$ cat config.mk
export PLATFORM = sky130hd
export DESIGN_NAME = eth_irq_ctrl
export DESIGN_NICKNAME = d
export VERILOG_FILES = /design/src/rtl/eth_irq_pkg.sv /design/src/rtl/irq_status_reg.sv /design/src/rtl/irq_mask_reg.sv /design/src/rtl/irq_out_gen.sv /design/src/rtl/eth_irq_ctrl.sv
export SDC_FILE = /design/constraint.sdc
export NUM_CORES = 1
export LEC_CHECK = 0
export CAP_MARGIN = 10
export CELL_PAD_IN_SITES_DETAIL_PLACEMENT = 1
export CELL_PAD_IN_SITES_GLOBAL_PLACEMENT = 2
export CORE_MARGIN = 2
export CORE_UTILIZATION = 35
export CTS_CLUSTER_SIZE = 20
export DETAILED_ROUTE_END_ITERATION = 8
export DONT_BUFFER_PORTS = 1
export GPL_TIMING_DRIVEN = 0
export PLACE_DENSITY_LB_ADDON = 0.1
export SYNTH_ARGS = -nofsm -noshare
export SYNTH_HDL_FRONTEND = slang
export SYNTH_SLANG_ARGS = --single-unit
export TNS_END_PERCENT = 1
$ cat constraint.sdc
create_clock -name clk -period 2.7 [get_ports clk]
set_input_delay 0.135 -clock clk [delete_from_list [all_inputs] [get_ports clk]]
set_output_delay 0.135 -clock clk [all_outputs]
set_load 0.05 [all_outputs]
$ cat src/rtl/eth_irq_pkg.sv
package eth_irq_pkg;
  localparam int STS_W = 8;
  localparam int BIT_TXDONE = 1;
  localparam int BIT_TXEMPTY = 2;
  localparam logic [STS_W-1:0] ACK_CLEARABLE = 8'hD6;
  localparam logic [STS_W-1:0] RESET_STS = 8'h04;
  typedef enum logic {SEL_STATUS = 1'b0, SEL_MASK = 1'b1} reg_sel_e;
endpackage

$ cat src/rtl/irq_status_reg.sv
module irq_status_reg #(
  parameter int W = 8,
  parameter logic [W-1:0] ACK_MASK = '1,
  parameter logic [W-1:0] RST_VAL = '0,
  parameter int EMPTY_BIT = 2,
  parameter int DONE_BIT = 1
) (
  input  logic         clk,
  input  logic         rst_n,
  input  logic [W-1:0] evt_i,
  input  logic         ack_we_i,
  input  logic [W-1:0] ack_val_i,
  input  logic         txq_empty_i,
  input  logic         done_pend_i,
  output logic [W-1:0] sts_o
);
  logic [W-1:0] sts_q, sts_d, clr_v, force_v;
  logic         sts_en;

  // Level-forced bits, one slot per position.
  for (genvar k = 0; k < W; k++) begin : g_force
    if (k == EMPTY_BIT) begin : g_empty
      assign force_v[k] = txq_empty_i;
    end else if (k == DONE_BIT) begin : g_done
      assign force_v[k] = done_pend_i;
    end else begin : g_none
      assign force_v[k] = 1'b0;
    end
  end

  always_comb begin
    clr_v  = ack_we_i ? (ack_val_i & ACK_MASK) : '0;
    // Set sources are applied after the clear, so they win.
    sts_d  = (sts_q & ~clr_v) | evt_i | force_v;
    sts_en = (sts_d != sts_q);
  end

  always_ff @(posedge clk or negedge rst_n) begin
    if (!rst_n)      sts_q <= RST_VAL;
    else if (sts_en) sts_q <= sts_d;
  end

  assign sts_o = sts_q;
endmodule

$ cat src/rtl/irq_mask_reg.sv
module irq_mask_reg #(
  parameter int W = 8
) (
  input  logic         clk,
  input  logic         rst_n,
  input  logic         we_i,
  input  logic [W-1:0] wdata_i,
  output logic [W-1:0] mask_o
);
  logic [W-1:0] mask_q;

  always_ff @(posedge clk or negedge rst_n) begin
    if (!rst_n)    mask_q <= '0;
    else if (we_i) mask_q <= wdata_i;
  end

  assign mask_o = mask_q;
endmodule

$ cat src/rtl/irq_out_gen.sv
module irq_out_gen #(
  parameter int W = 8
) (
  input  logic         clk,
  input  logic         rst_n,
  input  logic [W-1:0] sts_i,
  input  logic [W-1:0] mask_i,
  output logic         irq_o
);
  logic irq_q, irq_d;

  always_comb irq_d = |(sts_i & mask_i);

  always_ff @(posedge clk or negedge rst_n) begin
    if (!rst_n) irq_q <= 1'b0;
    else        irq_q <= irq_d;
  end

  assign irq_o = irq_q;
endmodule

$ cat src/rtl/eth_irq_ctrl.sv
module eth_irq_ctrl
  import eth_irq_pkg::*;
#(
  parameter int W = STS_W
) (
  input  logic         clk,
  input  logic         rst_n,
  input  logic [W-1:0] evt_i,
  input  logic         txq_empty_i,
  input  logic         done_pend_i,
  input  logic         reg_we_i,
  input  logic         reg_sel_i,
  input  logic [W-1:0] reg_wdata_i,
  output logic [W-1:0] reg_rdata_o,
  output logic         done_pop_o,
  output logic         irq_o
);
  logic [W-1:0] sts_q, mask_q;
  logic         ack_we, mask_we, pop_d, pop_q;

  always_comb begin
    ack_we  = reg_we_i && (reg_sel_i == SEL_STATUS);
    mask_we = reg_we_i && (reg_sel_i == SEL_MASK);
    pop_d   = ack_we && reg_wdata_i[BIT_TXDONE];
    reg_rdata_o = (reg_sel_i == SEL_MASK) ? mask_q : sts_q;
  end

  irq_status_reg #(
    .W(W), .ACK_MASK(ACK_CLEARABLE), .RST_VAL(RESET_STS),
    .EMPTY_BIT(BIT_TXEMPTY), .DONE_BIT(BIT_TXDONE)
  ) u_sts (
    .clk(clk), .rst_n(rst_n), .evt_i(evt_i), .ack_we_i(ack_we),
    .ack_val_i(reg_wdata_i), .txq_empty_i(txq_empty_i),
    .done_pend_i(done_pend_i), .sts_o(sts_q)
  );

  irq_mask_reg #(.W(W)) u_mask (
    .clk(clk), .rst_n(rst_n), .we_i(mask_we), .wdata_i(reg_wdata_i),
    .mask_o(mask_q)
  );

  irq_out_gen #(.W(W)) u_irq (
    .clk(clk), .rst_n(rst_n), .sts_i(sts_q), .mask_i(mask_q), .irq_o(irq_o)
  );

  always_ff @(posedge clk or negedge rst_n) begin
    if (!rst_n) pop_q <= 1'b0;
    else        pop_q <= pop_d;
  end

  assign done_pop_o = pop_q;
endmodule

### Word-level counts from Yosys, hierarchy flattened

Index checks and enable logic that the tools add are counted.

* register bits after elaboration: 18
* input port bits: 22
* output and inout bits: 10

* equality and inequality tests: 1
* multiplexer cells: 2
* bitwise operators: 6
* reduce and logical (&&, ||, !) cells: 4

Operators with widths (count)
* 8-bit AND: 2
* 8-bit two-way mux: 2
* 8-bit != test: 1
* 8-bit NOT: 1
* 8-bit by 3-bit bitwise OR with 8-bit output: 1
* 8-bit bitwise OR: 1
* 8-bit OR reduction: 1
* 1-bit logical AND: 3
* 1-bit NOT: 1

### Depth between registers and ports, before layout

Gate-level depths: netlist of the first run.

* depth after elaboration: 8
* gate-level depth with buffers: 5
* mapped depth without buffers: 4

### By module

Synthesis of the first run repeated with hierarchy kept, for this count alone.

* cells, all modules: 57
* area, all modules: 850.8 um^2

By module, submodules not included
* irq_mask_reg: times used 1, cells each 17, area each 331.6 um^2, seq. area each 200.2 um^2
* irq_status_reg: times used 1, cells each 21, area each 279.0 um^2, seq. area each 201.4 um^2
* eth_irq_ctrl: times used 1, cells each 13, area each 178.9 um^2, seq. area each 25.0 um^2
* irq_out_gen: times used 1, cells each 6, area each 61.3 um^2, seq. area each 25.0 um^2

### Least setup slack after synthesis of the first run

No wires, ideal clock.

* path type: flip-flop to output port
* start: register u_sts.sts_q[1] (netlist: u_sts.sts_o[1])
* end: output port reg_rdata_o[1]
* data arrival time: 1.503 ns
* path slack: 1.062 ns
* stages on the path, launching flop included: 3
* path buffers: 0
* path through: dfrtp_1 inv_1 o21ai_0

* word-level cells in the longest chain between the ends: 1

RTL lines
* from (decl): RTL line irq_status_reg.sv:17 `logic [W-1:0] sts_q, sts_d, clr_v, force_v;`
* from (signal assigned): RTL line irq_status_reg.sv:40 `else if (sts_en) sts_q <= sts_d;`
* 8-bit two-way mux: RTL line eth_irq_ctrl.sv:25 `reg_rdata_o = (reg_sel_i == SEL_MASK) ? mask_q : sts_q;`
* to (decl): RTL line eth_irq_ctrl.sv:14 `output logic [W-1:0] reg_rdata_o,`

No other way between the ends.

### Worst setup path in the final report of the first run

Ends and elaborated chain as after synthesis.

==> flow_summary.ini, run 1 <==
[status]
status = complete, no violations

[global_routing]
grt_max_degree = 19
use_met2_pct = 27.4
busiest_layer = met2
track_usage_pct = 16.4
grt_overflow = 0
grt_pass1_wl_microns = 3860
antenna_found_initial = 0
first_global_vias = 778
globalRouteMet1Util_pct = 19.6
grt_util_met3_pct = 7.21

[timing]
period_needed_ns = 1.65
max_slew.worst_pin.slew_ns = 0.945
drv_slew = 0
finClkSkew_ns = 0.00931
period_share_pct = 61.1
hold_viol = 0
rsz0062_at_grt = no
setup_viol = 0
maxSlewHeadroom_pct = 36.6
max_freq_ghz = 0.606
setup_tns_ns = 0

[critical_path]
cp-startpoint = u_sts.sts_o[1]
cp_max_fo = 4
endpoint_kind = output port
r2r_setup_slack_ns = 1.32
reg2reg_from = u_sts.sts_o[4]
cp.arrival_ns = 1.51
cp.required_ns = 2.57
crit_type = reg -> out
crit_path_start_kind = register

[place]
gp_congestion = 0.730
hpwl_microns = 1640
port_buffers = 0

[logic_synthesis]
synth-seq-cells = 18
syn_area_sq_um = 931
syn_inst = 81
async_flop_share_pct = 100
synth.avg_cell_area_sq_um = 11.5
yosysSeqAreaShare_pct = 48.5
synth_ff_type = dfrtp_1
ys_warn_count = 0
synth.distinct_cells = 24
synth_nets = 103
synth-edff-count = 0

[pwr]
internal_power_uw = 437
clock_power_share_pct = 27.0
switchingPower_uw = 200
power_density_mw_per_mm2 = 528
p_leak_nw = 0.488
pwr-share-comb_pct = 24.2
fin_total_pwr_uw = 637
peakVddDrop_mv = 0.391
power_frac_seq_pct = 48.9
switching_share_pct = 31.4

[clock_tree]
clock_path_buffers = 2
root_buffer = clkbuf_4
cts_max_level = 1
cts-buffers-inserted = 3
cts_sinks = 18
path_clk_slew_ns = 0.11
clk_latency_ns = 0.30
post_cts_buffers = 0
cts_tree = yes
ctsResizeCount = 0
cts_hold_buf = 20

[worst_hold_path]
hold_class = in -> reg
hold_path_startpoint = reg_wdata_i[7]

[drt]
drc = 0
vias = 724
ant_nets = 0
post_drt_via_cell_ratio = 5.36
totalWireLength_microns = 2370
wl_per_cell_microns = 17.6
firstDrtPassIters = 3
drtIter0Drc = 13

[floorplan]
die_y_microns = 55.6
fp.coreArea_sq_mm = 0.00250
initial_core_util_pct = 37.2
die_w_microns = 55.6
rows = 18
pin_count = 32
die_area_sq_mm = 0.00309

[finish]
drive_above_1_share_pct = 22.9
fillCellCount = 277
diodes = 0
fin_nets = 128
area_growth_pct = 29.4

[job]
maxCapViolations = 0
-- kinds of logic after synthesis --
family,count (synthesis),share of synthesized area [%]
AO/OA/AOI/OAI,19,14.1
AND/OR/NAND/NOR,23,15.9
buffers and inverters,6,3.36
flip-flops,18,48.5
multiplexers,15,18.1
-- power by group through the flow --
stage                     logic, mW  registers [mW]  clock network (mW)
after detailed placement      0.128           0.316                   0
after global placement        0.126           0.315                   0
final                         0.154           0.311               0.172
after floorplan               0.114           0.311                   0
after CTS                     0.157           0.311               0.180
after global routing          0.165           0.314               0.195
-- layout make-up --
type / count / area [sq um] / share of cell area (%)
buffer: 2 / 16.3 / 1.35
sequential: 18 / 452 / 37.5
tap: 30 / 37.5 / 3.12
clock buffer: 4 / 36.3 / 3.01
inverter: 4 / 15.0 / 1.25
timing repair buffer: 20 / 200 / 16.6
multi-input combinational: 57 / 448 / 37.2
-- worst paths after layout --
| path | cells past startpoint | endpoint |
|---|---|---|
| min reg2reg | 1 | u_mask.mask_o[2] |
| min in group asynchronous | 1 | u_sts.sts_o[7] |
| max in group asynchronous | 1 | u_mask.mask_o[3] |
| max reg2reg | 4 | u_sts.sts_o[0] |
| max | 2 | reg_rdata_o[1] |
| min | 2 | u_sts.sts_o[7] |
-- cell usage in the layout (no fill, tap or decap), types with 4 or more instances in the layout --
| cell type | count |
|---|---|
| nand2_1 | 8 |
| o21ai_1 | 4 |
| mux2_2 | 15 |
| dfrtp_1 | 17 |
| inv_1 | 4 |
| dlygate4sd3_1 | 20 |
| nand2b_1 | 5 |
| a22oi_1 | 4 |
-- cell usage after synthesis, drive strengths merged, types with 2 or more instances --
library cell | count | share of area, %
buf | 2 | 1.7
mux2 | 15 | 18
o21ai | 5 | 2.7
nand2b | 5 | 3.4
a21o | 3 | 2.4
and3b | 2 | 1.9
a31oi | 3 | 2.0
nand2 | 8 | 3.2
o2111ai | 2 | 1.9
a22oi | 4 | 3.2
inv | 4 | 1.6
nor2 | 2 | 0.81
dfrtp | 17 | 46
-- routing by layer --
layer  routed length (microns)  vias to the layer above  share of wire [%]
li1                          -                      348                  -
met1                      1000                      352                 42
met2                      1200                       22                 50
met3                       156                        2                6.6
met4                        15                        0               0.63
met5                         0                        -                  0
-- through the flow --
step           hold WS, ns  util, %  worst slack, ns  instance area [sq um]  std cells
2_1_floorplan       -0.161        -             1.06                    931         81
3_3_place_gp        -0.160     38.7            0.990                    968        111
3_5_place_dp        -0.160     38.7             1.34                    968        111
4_1_cts             0.0113     48.2             1.03                   1200        135
5_1_grt            0.00393     48.2            0.987                   1200        135
6_report            0.0118     48.2             1.05                   1200        135
-- state kept, by name, summed over array words and instances, names as in the netlist --
| signal | flops |
|---|---|
| done_pop_o | 1 |
| u_irq.irq_o | 1 |
| u_mask.mask_o | 8 |
| u_sts.sts_o | 8 |
-- worst max-delay path: stages (launching register included) --
cell	delay, ns
dfrtp_1	0.41
inv_1	0.07
o21ai_1	0.74
No activity file was read; power rests on OpenSTA's default activity.
==> inputs of run 2 (changes only) <==
--- a/config.mk
+++ b/config.mk
@@ -5,11 +5,12 @@
 export SDC_FILE = /design/constraint.sdc
 export NUM_CORES = 1
 export LEC_CHECK = 0
+export ABC_AREA = 1
 export CAP_MARGIN = 10
 export CELL_PAD_IN_SITES_DETAIL_PLACEMENT = 1
 export CELL_PAD_IN_SITES_GLOBAL_PLACEMENT = 2
 export CORE_MARGIN = 2
-export CORE_UTILIZATION = 35
+export CORE_UTILIZATION = 32
 export CTS_CLUSTER_SIZE = 20
 export DETAILED_ROUTE_END_ITERATION = 8
 export DONT_BUFFER_PORTS = 1
==> constraint.sdc (replaced) <==
create_clock -name clk -period 1.7 [get_ports clk]
set_input_delay 0.085 -clock clk [delete_from_list [all_inputs] [get_ports clk]]
set_output_delay 0.085 -clock clk [all_outputs]
set_load 0.05 [all_outputs]
==> run 2 against run 1 <==
Effect of this change: core utilization is 1.0 points lower; total power is 55% higher; sequential share of layout area is 0.47 points higher; clock skew is 0.0080 ns lower; design area is 1.2% lower; critical path depth is 3 higher; area after synthesis is 7.0% lower; clock power is 58% higher; die area is 1.6% higher.
==> flow_summary.ini, run 2 <==
[status]
status = complete, no violations

[logic_synthesis]
syn_inst = 111
synth.distinct_cells = 11
synth-edff-count = 0
yosysSeqAreaShare_pct = 52.2
yosysTopAreaCell = dfrtp_1
post-synth-top-count-cell = nand2_1
synth_ff_type = dfrtp_1
synth_nets = 133
synthTopCellsByCount = nand2_1, dfrtp_1, nand3_1, inv_1, nor2_1
synth-seq-cells = 18
yosysTopAreaCellShare_pct = 49.1
ys_warn_count = 0
synth.area.top_cells = dfrtp_1, nand2_1, nand3_1, buf_6, dfstp_2
syn_area_sq_um = 866
async_flop_share_pct = 100
synth.avg_cell_area_sq_um = 7.80

[timing]
period_needed_ns = 1.66
period_share_pct = 97.5
setup_tns_ns = 0
finClkSkew_ns = 0.00131
max_freq_ghz = 0.603
setup_viol = 0
rsz0062_at_grt = no
hold_viol = 0
max_slew.worst_pin.slew_ns = 0.842
maxSlewHeadroom_pct = 43.7
drv_slew = 0
fin_hold_ws_ns = 0.0484

[pwr]
power_density_mw_per_mm2 = 831
peakVddDrop_mv = 0.400
p_leak_nw = 0.599

[floorplan]
initial_core_util_pct = 34.3
rows = 18
die_area_sq_mm = 0.00314
die_w_microns = 56.0
pin_count = 32
fp.coreArea_sq_mm = 0.00252
die_y_microns = 56.0

[clock_tree]
root_buffer = clkbuf_4
path_clk_slew_ns = 0.11
cts_sinks = 18
clock_path_buffers = 2
cts_max_level = 1
post_cts_buffers = 0
clk_latency_ns = 0.30
cts_tree = yes
cts-buffers-inserted = 3

[place]
dp_cells = 141
port_buffers = 0
postPlaceCellArea_sq_um = 903
hpwl_microns = 1470
gp_congestion = 0.699

[drt]
drtIter0Drc = 14
firstDrtPassIters = 4
drc = 0
wl_per_cell_microns = 13.1
post_drt_via_cell_ratio = 4.68
vias = 796
ant_nets = 0
totalWireLength_microns = 2230

[critical_path]
ff2ff_path_depth = 3
crit_path_start_kind = primary input
slowest_stage = dlygate4sd3_1
cpMostUsedCell = dlygate4sd3_1
endpoint_kind = register
critPathMaxStageDelay_ns = 0.55
crit_chain = dlygate4sd3_1, nor2_1, dlygate4sd3_1, nand2_1, dlygate4sd3_1
cp-startpoint = done_pend_i
r2r_end = u_sts.sts_o[2]
reg2reg_from = u_sts.sts_o[2]
cp.arrival_ns = 1.85
r2r_setup_slack_ns = 0.45
crit_type = in -> reg
cp.required_ns = 1.89
cp_max_fo = 1

[worst_hold_path]
min_to = u_mask.mask_o[3]
hold_class = in -> reg
whs_path_depth = 3
hold_path_startpoint = reg_sel_i

[finish]
final_util_pct = 47.2
stdcell_count = 170
diodes = 0
final_area_sq_mm = 0.00119
area_growth_pct = 37.4
layout_commonest_cell = nand2_1
fin_nets = 163
drive_above_1_share_pct = 10.7
final_cell_mix = nand2_1, dlygate4sd3_1, dfrtp_1, nand3_1

[global_routing]
track_usage_pct = 15.6
grt_pass1_wl_microns = 3790
grt_overflow = 0
grt_max_degree = 19
antenna_found_initial = 0
first_global_vias = 863

[job]
maxCapViolations = 0
run 2: cell count changes after synthesis, sizes merged, moves of 3 or more:
cell    change
or2         +3
nand3      +13
a31oi       -3
o21ai       -5
a22oi       -4
mux2       -15
nand2b      -5
nand2      +56
a21o        -3
run 2: cell type report:
cell class / count / area, sq um
Inverter: 5 / 23.8
Buffer: 4 / 41.3
Multi-Input combinational cell: 84 / 349
Sequential cell: 18 / 452
Clock buffer: 4 / 36.3
Timing Repair Buffer: 25 / 250
Fill cell: 317 / 1330
Tap cell: 30 / 37.5
run 2: how the worst max path moves through the flow:
stage,endpoint,cells past startpoint
global route,u_sts.sts_o[1],5
global placement,reg_rdata_o[2],2
floorplan,reg_rdata_o[2],2
finish,u_sts.sts_o[1],5
CTS,u_sts.sts_o[1],5
detailed placement,reg_rdata_o[2],2
run 2: per-stage QoR:
step / total power, mW / setup WS (ns)
2_1_floorplan: 0.649 / 0.717
3_3_place_gp: 0.674 / 0.694
3_5_place_dp: 0.677 / 0.691
4_1_cts: 1.01 / 0.0843
5_1_grt: 1.06 / 0.0184
6_report: 0.989 / 0.0427
run 2: timing repair:
item,4_1_cts,5_1_grt
gates resized for setup,0,0
hold buffers,25,0
hold endpoints to repair,35,0
run 2: routing by layer:
| layer | routed length, microns | vias to the layer above | track usage, % |
|---|---|---|---|
| li1 | - | 396 | - |
| met1 | 943 | 374 | 17.4 |
| met5 | 0 | - | 0 |
| met2 | 1140 | 23 | 27.4 |
| met3 | 128 | 3 | 4.65 |
| met4 | 25 | 0 | 6.12 |
run 2: cell families (layout without fill, tap and decap cells):
group,count (synthesis),after routing,synth area share [%]
buffers and inverters,9,38,7.51
DFF,18,18,52.2
and+or+nand+nor,84,84,40.3
run 2: report_power, final:
part	total (mW)	switching, mW	internal (mW)
logic	0.228	0.147	0.0808
registers	0.491	0.0314	0.459
clock network	0.271	0.140	0.131
run 2: critical path, delay by kind of cell:
family | cells | cell delay [ns]
simple gates | 2 | 0.13
buf+inv | 3 | 1.63
==> inputs of run 3 (changes only) <==
--- a/config.mk
+++ b/config.mk
@@ -10,7 +10,8 @@
 export CELL_PAD_IN_SITES_DETAIL_PLACEMENT = 1
 export CELL_PAD_IN_SITES_GLOBAL_PLACEMENT = 2
 export CORE_MARGIN = 2
-export CORE_UTILIZATION = 32
+export CORE_UTILIZATION = 34
+export CTS_BUF_LIST = sky130_fd_sc_hd__clkbuf_8
 export CTS_CLUSTER_SIZE = 20
 export DETAILED_ROUTE_END_ITERATION = 8
 export DONT_BUFFER_PORTS = 1
==> run 3 against run 2 <==
Effect of this change: non-clock buffer count down 5; sequential share of layout area grew 1.0 points; maximum frequency is 28% higher; clock-buffer cell count unchanged; register-to-register slack barely moved; largest cell class unchanged; combinational power fell by 4%; design area down 2.6%; die area down 5.5%; worst hold slack got worse by 0.038 ns; final cell count decreased by 2.9%; worst setup slack gained 0.36 ns; sequential power hardly changed.
==> flow_summary.ini, run 3 (synthesis gave the netlist of run 2 again) <==
[status]
status = complete, no violations

[timing]
maxSlewHeadroom_pct = 45.4
period_share_pct = 76.3
drv_slew = 0
hold_viol = 0
setup_viol = 0
finClkSkew_ns = 0.00172
max_freq_ghz = 0.771
max_slew.worst_pin.slew_ns = 0.816
setup_tns_ns = 0
rsz0062_at_grt = no
period_needed_ns = 1.30
fin_ws_ns = 0.403

[floorplan]
pin_count = 32
fp.coreArea_sq_mm = 0.00245
rows = 18
initial_core_util_pct = 35.3
die_y_microns = 54.5
die_area_sq_mm = 0.00297
die_w_microns = 54.5

[finish]
fin_nets = 158
ff_latch_area_sq_um = 452
layout_commonest_cell = nand2_1
multiInputGateArea_sq_um = 349
area_growth_pct = 33.8
fillCellCount = 302
drive_above_1_share_pct = 11.1
diodes = 0
final_cell_mix = nand2_1, dlygate4sd3_1, dfrtp_1, nand3_1

[place]
hpwl_microns = 1450
port_buffers = 0
gp_congestion = 0.699
dp_slack_ns = 0.691

[global_routing]
first_global_vias = 795
antenna_found_initial = 0
grt_overflow = 0
grt_pass1_wl_microns = 3430
grt_max_degree = 19
track_usage_pct = 16.5

[critical_path]
crit_type = reg -> out
ff2ff_path_depth = 3
cp_max_fo = 3
cp.required_ns = 1.62
reg2reg_from = u_sts.sts_o[2]
r2r_setup_slack_ns = 0.45
endpoint_kind = output port
cp.arrival_ns = 1.21
crit_end = reg_rdata_o[2]
r2r_end = u_sts.sts_o[2]
cp-startpoint = u_sts.sts_o[2]
crit_path_start_kind = register

[pwr]
power_frac_seq_pct = 46.3
peakVddDrop_mv = 0.471
clock_power_share_pct = 33.0
pwr-share-comb_pct = 20.8
switching_share_pct = 30.3
switchingPower_uw = 322
power_density_mw_per_mm2 = 915
internal_power_uw = 739
p_leak_nw = 0.593

[clock_tree]
cts_tree = yes
cts_max_level = 1
path_clk_slew_ns = 0.07
cts-buffers-inserted = 3
clock_path_buffers = 2
clk_latency_ns = 0.25
root_buffer = clkbuf_8
cts_sinks = 18

[drt]
drc = 0
totalWireLength_microns = 2180
wl_per_cell_microns = 13.2
drtIter0Drc = 6
ant_nets = 0
post_drt_via_cell_ratio = 4.82
vias = 795
firstDrtPassIters = 4

[worst_hold_path]
hold_class = in -> reg

[job]
maxCapViolations = 0
-- run 3: cell types whose count changed in the layout (fill, tap and decap cells not counted) --
cell / before / now
clkbuf_4: 3 / 0
clkbuf_8: 1 / 4
dlygate4sd3_1: 25 / 20
-- run 3: cell type report --
type | instances | share of cell area (%)
flip-flops and latches | 18 | 39.0
multi-input cells | 84 | 30.1
repair buffers | 20 | 17.3
clock buffers | 4 | 4.75
plain buffers | 4 | 3.56
well taps | 30 | 3.24
inverters | 5 | 2.05
-- run 3: repair_timing --
item                       in CTS  in global routing
buffers inserted                0                  0
gates resized for setup         0                  0
setup endpoints to repair       0                  1
hold endpoints to repair       35                  0
hold buffers                   21                  0
-- run 3: power by group through the flow --
stage | registers (mW) | clock network [mW] | logic, mW
after floorplan | 0.493 | 0 | 0.156
after global placement | 0.498 | 0 | 0.175
after detailed placement | 0.498 | 0 | 0.179
after CTS | 0.490 | 0.360 | 0.225
after global routing | 0.496 | 0.382 | 0.245
final | 0.491 | 0.350 | 0.220
-- run 3: metal layers --
| layer | wire length [microns] | track usage [%] |
|---|---|---|
| met5 | 0 | 0 |
| met4 | 19 | 7.50 |
| met2 | 1060 | 29.9 |
| met1 | 955 | 18.5 |
| met3 | 143 | 3.28 |
-- run 3: worst min path at each step --
stage	startpoint	end	slack, ns	depth (start not counted)
after CTS	reg_wdata_i[6]	u_sts.sts_o[6]	0.008	3
after detailed placement	rst_n	u_sts.sts_o[3]	-0.21	0
after global placement	rst_n	u_sts.sts_o[3]	-0.21	0
after global routing	reg_wdata_i[4]	u_sts.sts_o[4]	0.01	3
after floorplan	rst_n	done_pop_o	-0.21	0
final	reg_wdata_i[4]	u_sts.sts_o[4]	0.01	3
-- run 3: per-stage QoR --
stage	util [%]	cells	total power, mW	hold slack [ns]	area (sq um)
final	47.2	165	1.06	0.0102	1160
after global routing	47.2	165	1.12	0.0112	1160
after CTS	47.6	166	1.08	0.00830	1170
after detailed placement	36.8	141	0.677	-0.210	903
after global placement	36.8	141	0.673	-0.210	903
after floorplan	-	111	0.649	-0.211	866
-- run 3: critical path, cell delays in order (launching register included) --
cell     delay, ns
dfstp_2       0.55
nand2_1       0.06
nand2_1       0.36
